`src/rtl/hd_retry_pkg.sv`:
```
// Shared types for the half-duplex collision retry controller.
package hd_retry_pkg;
    // Controller phase: idle, sending an attempt, or waiting out a backoff.
    typedef enum logic [1:0] {
        PH_IDLE = 2'd0,
        PH_SEND = 2'd1,
        PH_WAIT = 2'd2
    } hd_phase_t;
endpackage

```
`src/rtl/hd_slot_timer.sv`:
```
// Counts bit ticks from the first preamble bit of an attempt, saturating at
// one slot time. Assumes restart is held whenever no attempt is in progress,
// so every attempt begins with a zero count.
module hd_slot_timer #(
    parameter int SLOT_BITS = 512,
    localparam int CW = $clog2(SLOT_BITS + 1)
) (
    input  logic clk,
    input  logic rst_n,
    input  logic restart,
    input  logic tick,
    output logic slot_done
);
    logic [CW-1:0] bit_cnt;

    // Advance on each bit tick; clear between attempts; hold at one slot.
    always_ff @(posedge clk) begin
        if (!rst_n)
            bit_cnt <= '0;
        else if (restart)
            bit_cnt <= '0;
        else if (tick && (bit_cnt != CW'(SLOT_BITS)))
            bit_cnt <= bit_cnt + 1'b1;
    end

    assign slot_done = (bit_cnt == CW'(SLOT_BITS));

    AST_SLOT_SATURATE: assert property (@(posedge clk) disable iff (!rst_n)
        bit_cnt <= CW'(SLOT_BITS));
    AST_SLOT_NO_BACKSTEP: assert property (@(posedge clk) disable iff (!rst_n)
        !restart |=> (bit_cnt >= $past(bit_cnt)));
endmodule

```
`src/rtl/hd_attempt_ctr.sv`:
```
// Counts transmit attempts of the current frame. The first pulse loads one,
// and each bump adds one up to MAX_ATT. last flags the final permitted attempt.
module hd_attempt_ctr #(
    parameter int MAX_ATT = 16,
    localparam int AW = $clog2(MAX_ATT + 1)
) (
    input  logic          clk,
    input  logic          rst_n,
    input  logic          first,
    input  logic          bump,
    output logic [AW-1:0] count,
    output logic          last
);
    // Load on frame start, step on each retry.
    always_ff @(posedge clk) begin
        if (!rst_n)
            count <= '0;
        else if (first)
            count <= AW'(1);
        else if (bump && (count != AW'(MAX_ATT)))
            count <= count + 1'b1;
    end

    assign last = (count == AW'(MAX_ATT));

    AST_ATT_BOUND: assert property (@(posedge clk) disable iff (!rst_n)
        count <= AW'(MAX_ATT));
    AST_ATT_STEP: assert property (@(posedge clk) disable iff (!rst_n)
        (bump && !first && !last) |=> (count == $past(count) + 1'b1));
endmodule

```
`src/rtl/hd_backoff.sv`:
```
// Truncated binary exponential backoff. On load it draws r from a free-running
// LFSR and masks r to min(ncol, CAP) bits. It then counts r slot times of bit
// ticks down to zero. Assumes CAP is at most 16, the LFSR width.
module hd_backoff #(
    parameter int          SLOT_BITS = 512,
    parameter int          CAP       = 10,
    parameter int          AW        = 5,
    parameter logic [15:0] SEED      = 16'hACE1,
    localparam int RMW = CAP + $clog2(SLOT_BITS + 1)
) (
    input  logic          clk,
    input  logic          rst_n,
    input  logic          load,
    input  logic [AW-1:0] ncol,
    input  logic          tick,
    output logic          expired
);
    logic [15:0]    lfsr;
    logic [CAP-1:0] range_mask;
    logic [CAP-1:0] slots;
    logic [RMW-1:0] remaining;

    // Free-running pseudo-random source, polynomial x^16+x^14+x^13+x^11+1.
    always_ff @(posedge clk) begin
        if (!rst_n)
            lfsr <= SEED;
        else
            lfsr <= {lfsr[14:0], lfsr[15] ^ lfsr[13] ^ lfsr[12] ^ lfsr[10]};
    end

    // Mask bit g is open once the frame has seen more than g collisions.
    for (genvar g = 0; g < CAP; g++) begin : g_mask
        assign range_mask[g] = (32'(ncol) > g);
    end

    assign slots = lfsr[CAP-1:0] & range_mask;

    // Load the wait in bit times, then count it down on bit ticks.
    always_ff @(posedge clk) begin
        if (!rst_n)
            remaining <= '0;
        else if (load)
            remaining <= RMW'(slots) * RMW'(SLOT_BITS);
        else if (tick && (remaining != '0))
            remaining <= remaining - 1'b1;
    end

    assign expired = (remaining == '0);

    AST_WAIT_BOUND: assert property (@(posedge clk) disable iff (!rst_n)
        remaining <= RMW'((2 ** CAP - 1) * SLOT_BITS));
endmodule

```
`src/rtl/hd_collision_retry.sv`:
```
// Half-duplex transmit attempt supervisor. Sorts collisions into early
// (rewind, back off, retry) and late (abandon). Gives up after MAX_ATT
// attempts and grants FIFO release once a slot time is safely out.
// Assumes frame_last and col are already qualified by the MAC. The FIFO
// acts on rewind in the cycle it is high.
module hd_collision_retry
    import hd_retry_pkg::*;
#(
    parameter int          SLOT_BITS = 512,
    parameter int          MAX_ATT   = 16,
    parameter int          BO_CAP    = 10,
    parameter logic [15:0] LFSR_SEED = 16'hACE1
) (
    input  logic                           clk,
    input  logic                           rst_n,
    input  logic                           bit_tick,
    input  logic                           frame_req,
    input  logic                           frame_last,
    input  logic                           col,
    input  logic                           retry_dis,
    input  logic                           full_dup,
    output logic                           tx_active,
    output logic                           rewind,
    output logic                           release_ok,
    output logic                           frame_done,
    output logic                           stat_exhaust,
    output logic                           stat_late,
    output logic [$clog2(MAX_ATT+1)-1:0]   attempt
);
    localparam int AW = $clog2(MAX_ATT + 1);

    hd_phase_t phase, phase_nx;
    logic      sending, half_mode, slot_done, att_last, bo_expired;
    logic      col_hit, ev_retry, ev_exhaust, ev_late, ev_finish, ev_end;

    assign sending   = (phase == PH_SEND);
    assign half_mode = !(retry_dis || full_dup);

    // Classify the events of the current send cycle.
    always_comb begin
        col_hit    = sending && half_mode && col;
        ev_retry   = col_hit && !slot_done && !att_last;
        ev_exhaust = col_hit && !slot_done &&  att_last;
        ev_late    = col_hit &&  slot_done;
        ev_finish  = sending && !col_hit && frame_last;
        ev_end     = ev_exhaust || ev_late || ev_finish;
    end

    hd_slot_timer #(.SLOT_BITS(SLOT_BITS)) u_slot (
        .clk       (clk),
        .rst_n     (rst_n),
        .restart   (!sending),
        .tick      (bit_tick && sending),
        .slot_done (slot_done)
    );

    hd_attempt_ctr #(.MAX_ATT(MAX_ATT)) u_att (
        .clk   (clk),
        .rst_n (rst_n),
        .first ((phase == PH_IDLE) && frame_req),
        .bump  (ev_retry),
        .count (attempt),
        .last  (att_last)
    );

    hd_backoff #(.SLOT_BITS(SLOT_BITS), .CAP(BO_CAP), .AW(AW), .SEED(LFSR_SEED)) u_bo (
        .clk     (clk),
        .rst_n   (rst_n),
        .load    (ev_retry),
        .ncol    (attempt),
        .tick    (bit_tick && (phase == PH_WAIT)),
        .expired (bo_expired)
    );

    // Next phase of the attempt sequence.
    always_comb begin
        phase_nx = phase;
        case (phase)
            PH_IDLE: if (frame_req)  phase_nx = PH_SEND;
            PH_SEND: if (ev_retry)   phase_nx = PH_WAIT;
                     else if (ev_end) phase_nx = PH_IDLE;
            PH_WAIT: if (bo_expired) phase_nx = PH_SEND;
            default: phase_nx = PH_IDLE;
        endcase
    end

    // Phase register.
    always_ff @(posedge clk) begin
        if (!rst_n) phase <= PH_IDLE;
        else        phase <= phase_nx;
    end

    // One-cycle rewind, done and status pulses.
    always_ff @(posedge clk) begin
        if (!rst_n) begin
            rewind       <= 1'b0;
            frame_done   <= 1'b0;
            stat_exhaust <= 1'b0;
            stat_late    <= 1'b0;
        end else begin
            rewind       <= ev_retry;
            frame_done   <= ev_end;
            stat_exhaust <= ev_exhaust;
            stat_late    <= ev_late;
        end
    end

    assign tx_active  = sending;
    assign release_ok = sending && (!half_mode || slot_done);

    AST_DONE_SINGLE: assert property (@(posedge clk) disable iff (!rst_n)
        frame_done |=> !frame_done);
    AST_STATUS_NEEDS_DONE: assert property (@(posedge clk) disable iff (!rst_n)
        (stat_exhaust || stat_late) |-> frame_done);
    AST_REWIND_HALF_ONLY: assert property (@(posedge clk) disable iff (!rst_n)
        rewind |-> ($past(half_mode) && !tx_active && !frame_done));
    AST_REWIND_SINGLE: assert property (@(posedge clk) disable iff (!rst_n)
        rewind |=> !rewind);
    AST_EXHAUST_AT_MAX: assert property (@(posedge clk) disable iff (!rst_n)
        stat_exhaust |-> (attempt == AW'(MAX_ATT)));
    AST_LATE_NO_REWIND: assert property (@(posedge clk) disable iff (!rst_n)
        stat_late |-> (!rewind && !stat_exhaust));
endmodule

```
`config.mk`:
```
export PLATFORM = sky130hd
export DESIGN_NAME = hd_collision_retry
export DESIGN_NICKNAME = d
export VERILOG_FILES = /design/src/rtl/hd_retry_pkg.sv /design/src/rtl/hd_slot_timer.sv /design/src/rtl/hd_attempt_ctr.sv /design/src/rtl/hd_backoff.sv /design/src/rtl/hd_collision_retry.sv
export SDC_FILE = /design/constraint.sdc
export NUM_CORES = 1
export LEC_CHECK = 0
export BUFFER_PORTS_ARGS = -buffer_cell sky130_fd_sc_hd__buf_2
export CAP_MARGIN = 0
export CORE_ASPECT_RATIO = 1.5
export CORE_MARGIN = 1.5
export CORE_UTILIZATION = 62
export DETAILED_ROUTE_END_ITERATION = 10
export PLACE_DENSITY = 0.9
export SYNTH_ARGS = -nofsm -noshare
export SYNTH_HDL_FRONTEND = slang
export SYNTH_SLANG_ARGS = --single-unit
export TNS_END_PERCENT = 30
```
`constraint.sdc`:
```
create_clock -name clk -period 4 [get_ports clk]
set_input_delay 0.4 -clock clk [delete_from_list [all_inputs] [get_ports clk]]
set_output_delay 0.4 -clock clk [all_outputs]
set_load 0.01 [all_outputs]
```
# Yosys cells after proc, flatten, opt, wreduce, memory -nomap -nowiden
# Index checks and enable logic that the tools add are counted.
[totals] regBits=57 inputBits=8
[classes] n_addsub=3 magnitude_cmp=10 eq_ne=9 mux=9 bitwise=5 n_reduce_logical=32
[ops] op="19-bit 2-to-1 mux" count=2
[ops] op="5-bit by 3-bit > comparator with 1-bit output (second input constant)" count=4
[ops] op="20-bit zero test" count=1
[ops] op="20-bit nonzero test" count=1
[ops] op="20-bit by 1-bit subtractor with 20-bit output (second input constant)" count=1
[ops] op="1-bit logical AND" count=15
[ops] op="10-bit by 1-bit adder with 10-bit output (second input constant)" count=1
[ops] op="10-bit bitwise AND" count=1
[ops] op="10-bit == test (second input constant)" count=1
[ops] op="5-bit by 1-bit > comparator with 1-bit output (second input constant)" count=2
[ops] op="5-bit by 2-bit > comparator with 1-bit output (second input constant)" count=2
[ops] op="5-bit by 4-bit > comparator with 1-bit output (second input constant)" count=2
[ops] op="10-bit != test (second input constant)" count=1
[ops] op="2-bit 2-to-1 mux" count=4
[ops] op="2-bit one-hot mux with 3 select lines" count=1
[ops] op="5-bit by 1-bit adder with 5-bit output (second input constant)" count=1
[ops] op="5-bit == test (second input constant)" count=1
[ops] op="5-bit != test (second input constant)" count=1
[ops] op="1-bit zero test" count=4
[ops] op="1-bit logical OR" count=4
[ops] op="2-bit != test (second input constant)" count=2
[ops] op="2-bit nonzero test" count=2
[ops] op="2-bit OR reduction" count=2
[ops] op="3-bit by 1-bit != test with 1-bit output (second input constant)" count=1
[ops] op="other kinds (8)" count=11

# Logic depth before layout (Yosys ltp)
[logic_depth] ltp_word=11 ltp_mapped=8

# By module
# A second synthesis with hierarchy kept.
[unflattened] hier_cells=312 area_unflattened_um2=2807.7
[modules_own_cells] mod="hd_backoff" n_inst=1 cells_each=192 area_per_inst_um2=1716.6
[modules_own_cells] mod="hd_slot_timer" n_inst=1 cells_each=62 area_per_inst_um2=523.0
[modules_own_cells] mod="hd_collision_retry" n_inst=1 cells_each=30 area_per_inst_um2=297.8
[modules_own_cells] mod="hd_attempt_ctr" n_inst=1 cells_each=28 area_per_inst_um2=270.3

# Least setup slack after synthesis
# OpenSTA, ideal clock, no wires.
[synth_path] kind="reg-to-reg" from="register u_att.count[0]" to="register u_att.count[0]" t_arrival_ps=1778 setup_slack_ps=2099 path_stages_with_launch=9 path_buffers=1 period_less_slack_ps=1901 cell_sequence="dfxtp_1 inv_1 ha_1 and4bb_2 nor3_1 and2_2 buf_4 xnor2_1 a21oi_1"
[synth_between] elab_chain_cells=5 elab_cells_between_ends=9 classes_between="add/sub: 1; eq/ne: 2; mux: 2; reduce/logical: 4"
[synth_lines] item="start: declaration" line_no="hd_attempt_ctr.sv:11" text="output logic [AW-1:0] count,"
[synth_lines] item="start signal: assignment" line_no="hd_attempt_ctr.sv:21" text="count <= count + 1'b1;"
[synth_lines] item="parallel branches: the longest is 5 deep, another holds 5-bit by 1-bit adder with 5-bit output"
# Parallel ways; which one is timed is not known. The select of a mux whose other input is x is not followed.
# A chain may end at the register's enable or synchronous reset.

# Worst setup path in the final report
[layout_path] from="register u_att.count[0]" to="register u_bo.remaining[10]"
[layout_between] elab_chain_cells=4 elab_cells_between_ends=7 classes_between="order compare: 1; eq/ne: 1; mux: 1; bitwise: 1; reduce/logical: 3"
[layout_lines] item="parallel branches: the longest is 4 deep, another holds 5-bit by 1-bit > comparator with 1-bit output"
[layout_lines] item="end signal: assignment" line_no="hd_backoff.sv:43" text="remaining <= RMW'(slots) * RMW'(SLOT_BITS);"
[layout_lines] item="end signal: assignment" line_no="hd_backoff.sv:45" text="remaining <= remaining - 1'b1;"
[layout_lines] item="end: declaration" line_no="hd_backoff.sv:21" text="logic [RMW-1:0] remaining;"
# Parallel ways; which one is timed is not known.

==> flow_summary.yaml <==
status:
  status: "complete, no violations"
setup_path:
  rr_startpoint: "u_att.count[0]"
  critPathLaunch: "u_att.count[0]"
  cp-start-kind: "flip-flop"
  regToRegSetupSlack_ns: 1.68
  crit_arrival_ns: 2.53
  path_class: "flip-flop to flip-flop"
  critPathMaxFanout: 11
  required_ns: 4.21
  crit_path_end_kind: "flip-flop"
timing:
  fin_crit_ns: 2.32
  finalSetupViolations: 0
  whs_ns: 0.387
  tightestPinTransition_ns: 0.760
  finalHoldViolations: 0
  worst_slack_ns: 1.68
  maxSlewViolCount: 0
  fmax_mhz: 431
  relSlewSlack: 0.488
  clock_skew_ns: 0.00554
  period_share: 0.580
  rsz0062_at_grt: "no"
  setup_tns_ns: 0
global_routing:
  antenna_found_initial: 0
  grt_pass1_wl_um: 10700
  track_usage: 0.286
  grt_pass1_vias: 2300
  grt_max_degree: 28
  grt.overflow.total: 0
floorplanning:
  core_um2: 4250
  io_pins: 19
  dieWidth_um: 57.4
  dieArea_um2: 4860
  rows: 29
  initial_core_util: 0.648
  die_h_um: 84.6
yosys:
  async_flop_share: 0
  synth-seq-cells: 57
  synth_cells: 309
  ys_warn_count: 0
  synth_area_um2: 2750
  synth.largest_area_cell: "dfxtp_1"
  synthTopCellsByArea: "dfxtp_1 41%, nor2_1 5.6%, xnor2_1 4.5%"
  synth_edf_count: 0
  ys_types: 59
  yosysSeqAreaShare: 0.415
  yosys.area.top_type_share: 0.415
  syn_area_per_cell_um2: 8.91
  yosys_most_used_dff: "dfxtp_1"
  synth_most_common_cell: "dfxtp_1"
  synth_fp_nets: 323
  synthTopCellsByCount: "57 x dfxtp_1, 41 x nor2_1, 27 x nand2_1"
hold_path:
  hp-start: "frame_last"
  hold_path.class: "input port to flip-flop"
cts:
  cts_setup_buffers: 0
  clock_sinks: 57
  clk_pin_slew_ns: 0.07
  holdBufCountCts: 0
  cts-root-buf: "clkbuf_8"
  cts_tree: "yes"
  cts_htree_levels: 3
  cts_resized: 0
  numCtsBuffers: 9
  cts_max_path_buffers: 2
  clock_latency_ns: 0.34
route:
  routed_wl_um: 6230
  drt-pass1-iter-count: 4
  num_vias: 2278
  drc_errors: 0
  routed_via_density: 6.01
  wl_per_cell_um: 16.4
  antenna_left: 0
  dr.first_iter.drc_count: 98
placed_design:
  dp_hpwl_um: 4210
  gp_congestion: 0.841
  portBuffers: 18
  dp_slack_ns: 1.75
cells_and_area:
  antennaDiodeCount: 0
  drive_above_1_share: 0.144
  nNetsFinal: 342
  nFillCells: 294
  area_delta_synth_final_pct: 12.6
power_and_ir_drop:
  leakage_nw: 1.26
  peakVddDrop_uv: 429
  p_per_area_nw_per_um2: 440
  power_w: 0.00136
run:
  cap_violations: 0
==> power breakdown <==
group	switching (W)	leakage (nW)	internal, W
logic	0.0000578	0.679	0.0000391
clock network	0.000236	0.120	0.000430
registers	0.0000157	0.465	0.000585
==> registers in the layout (all words and copies together) (netlist names), 2 cells and up <==
register,flops
u_bo.lfsr,16
u_att.count,5
u_bo.remaining,20
u_slot.bit_cnt,10
phase,2
==> layer usage <==
metal / track usage / vias to the layer above / wire (um)
met4: 0.203 / 0 / 333
li1: - / 1126 / -
met3: 0.0632 / 30 / 206
met5: 0 / - / 0
met1: 0.323 / 1064 / 2470
met2: 0.465 / 58 / 3220
==> cell type report <==
type	instances	area (um2)	share of cell area
multi-input cells	229	1520	0.490
flip-flops and latches	57	1140	0.368
clock buffers	11	141	0.0456
clock inverters	5	103	0.0331
repair buffers	18	90.1	0.0291
well taps	46	57.6	0.0186
inverters	13	48.8	0.0157
==> cells in the final DEF (no fill, tap or decap), types with 3 or more instances in the layout <==
cell	count
xnor2_1	14
mux2i_1	3
and3_1	6
nand3_1	7
nand2_1	27
a211oi_1	5
and2_1	8
xor2_1	14
nand4_1	3
o21ai_0	7
inv_1	13
nand2b_1	11
nor4_1	5
nor3_1	12
bufinv_16	3
o211ai_1	4
dfxtp_1	57
clkbuf_8	10
a21oi_1	11
o211a_1	3
ha_1	6
nor2_1	41
buf_2	18
==> cell families after synthesis <==
logic type / count (synthesis) / synth area share
buf+inv: 23 / 0.0336
xor+xnor: 28 / 0.0891
simple gates: 143 / 0.294
flops: 57 / 0.415
fa+ha+maj: 6 / 0.0273
compound gates: 49 / 0.131
mux: 3 / 0.0109
==> stage by stage <==
stage,instances,utilization,cell area [um2]
after floorplan,309,-,2750
after global placement,363,0.673,2860
after detailed placement,363,0.673,2860
after CTS,379,0.730,3100
after global routing,379,0.730,3100
final,379,0.730,3100
==> path summary, 6_finish.rpt <==
| kind | endpoint | cells past startpoint |
|---|---|---|
| setup reg to reg | u_bo.remaining[10] | 7 |
| hold reg to reg | u_bo.lfsr[15] | 1 |
| setup / recovery | u_bo.remaining[10] | 7 |
| hold / removal | frame_done | 3 |
==> worst max-delay path, cell delays in order, from the launching register on <==
cell and delay, ns:
dfxtp_1 0.49, inv_1 0.08, ha_1 0.24, and4bb_2 0.26, nor3_1 0.26, nand2_1 0.30
nand2_1 0.41, o21ai_0 0.16
(Power assumes the default switching activity.)
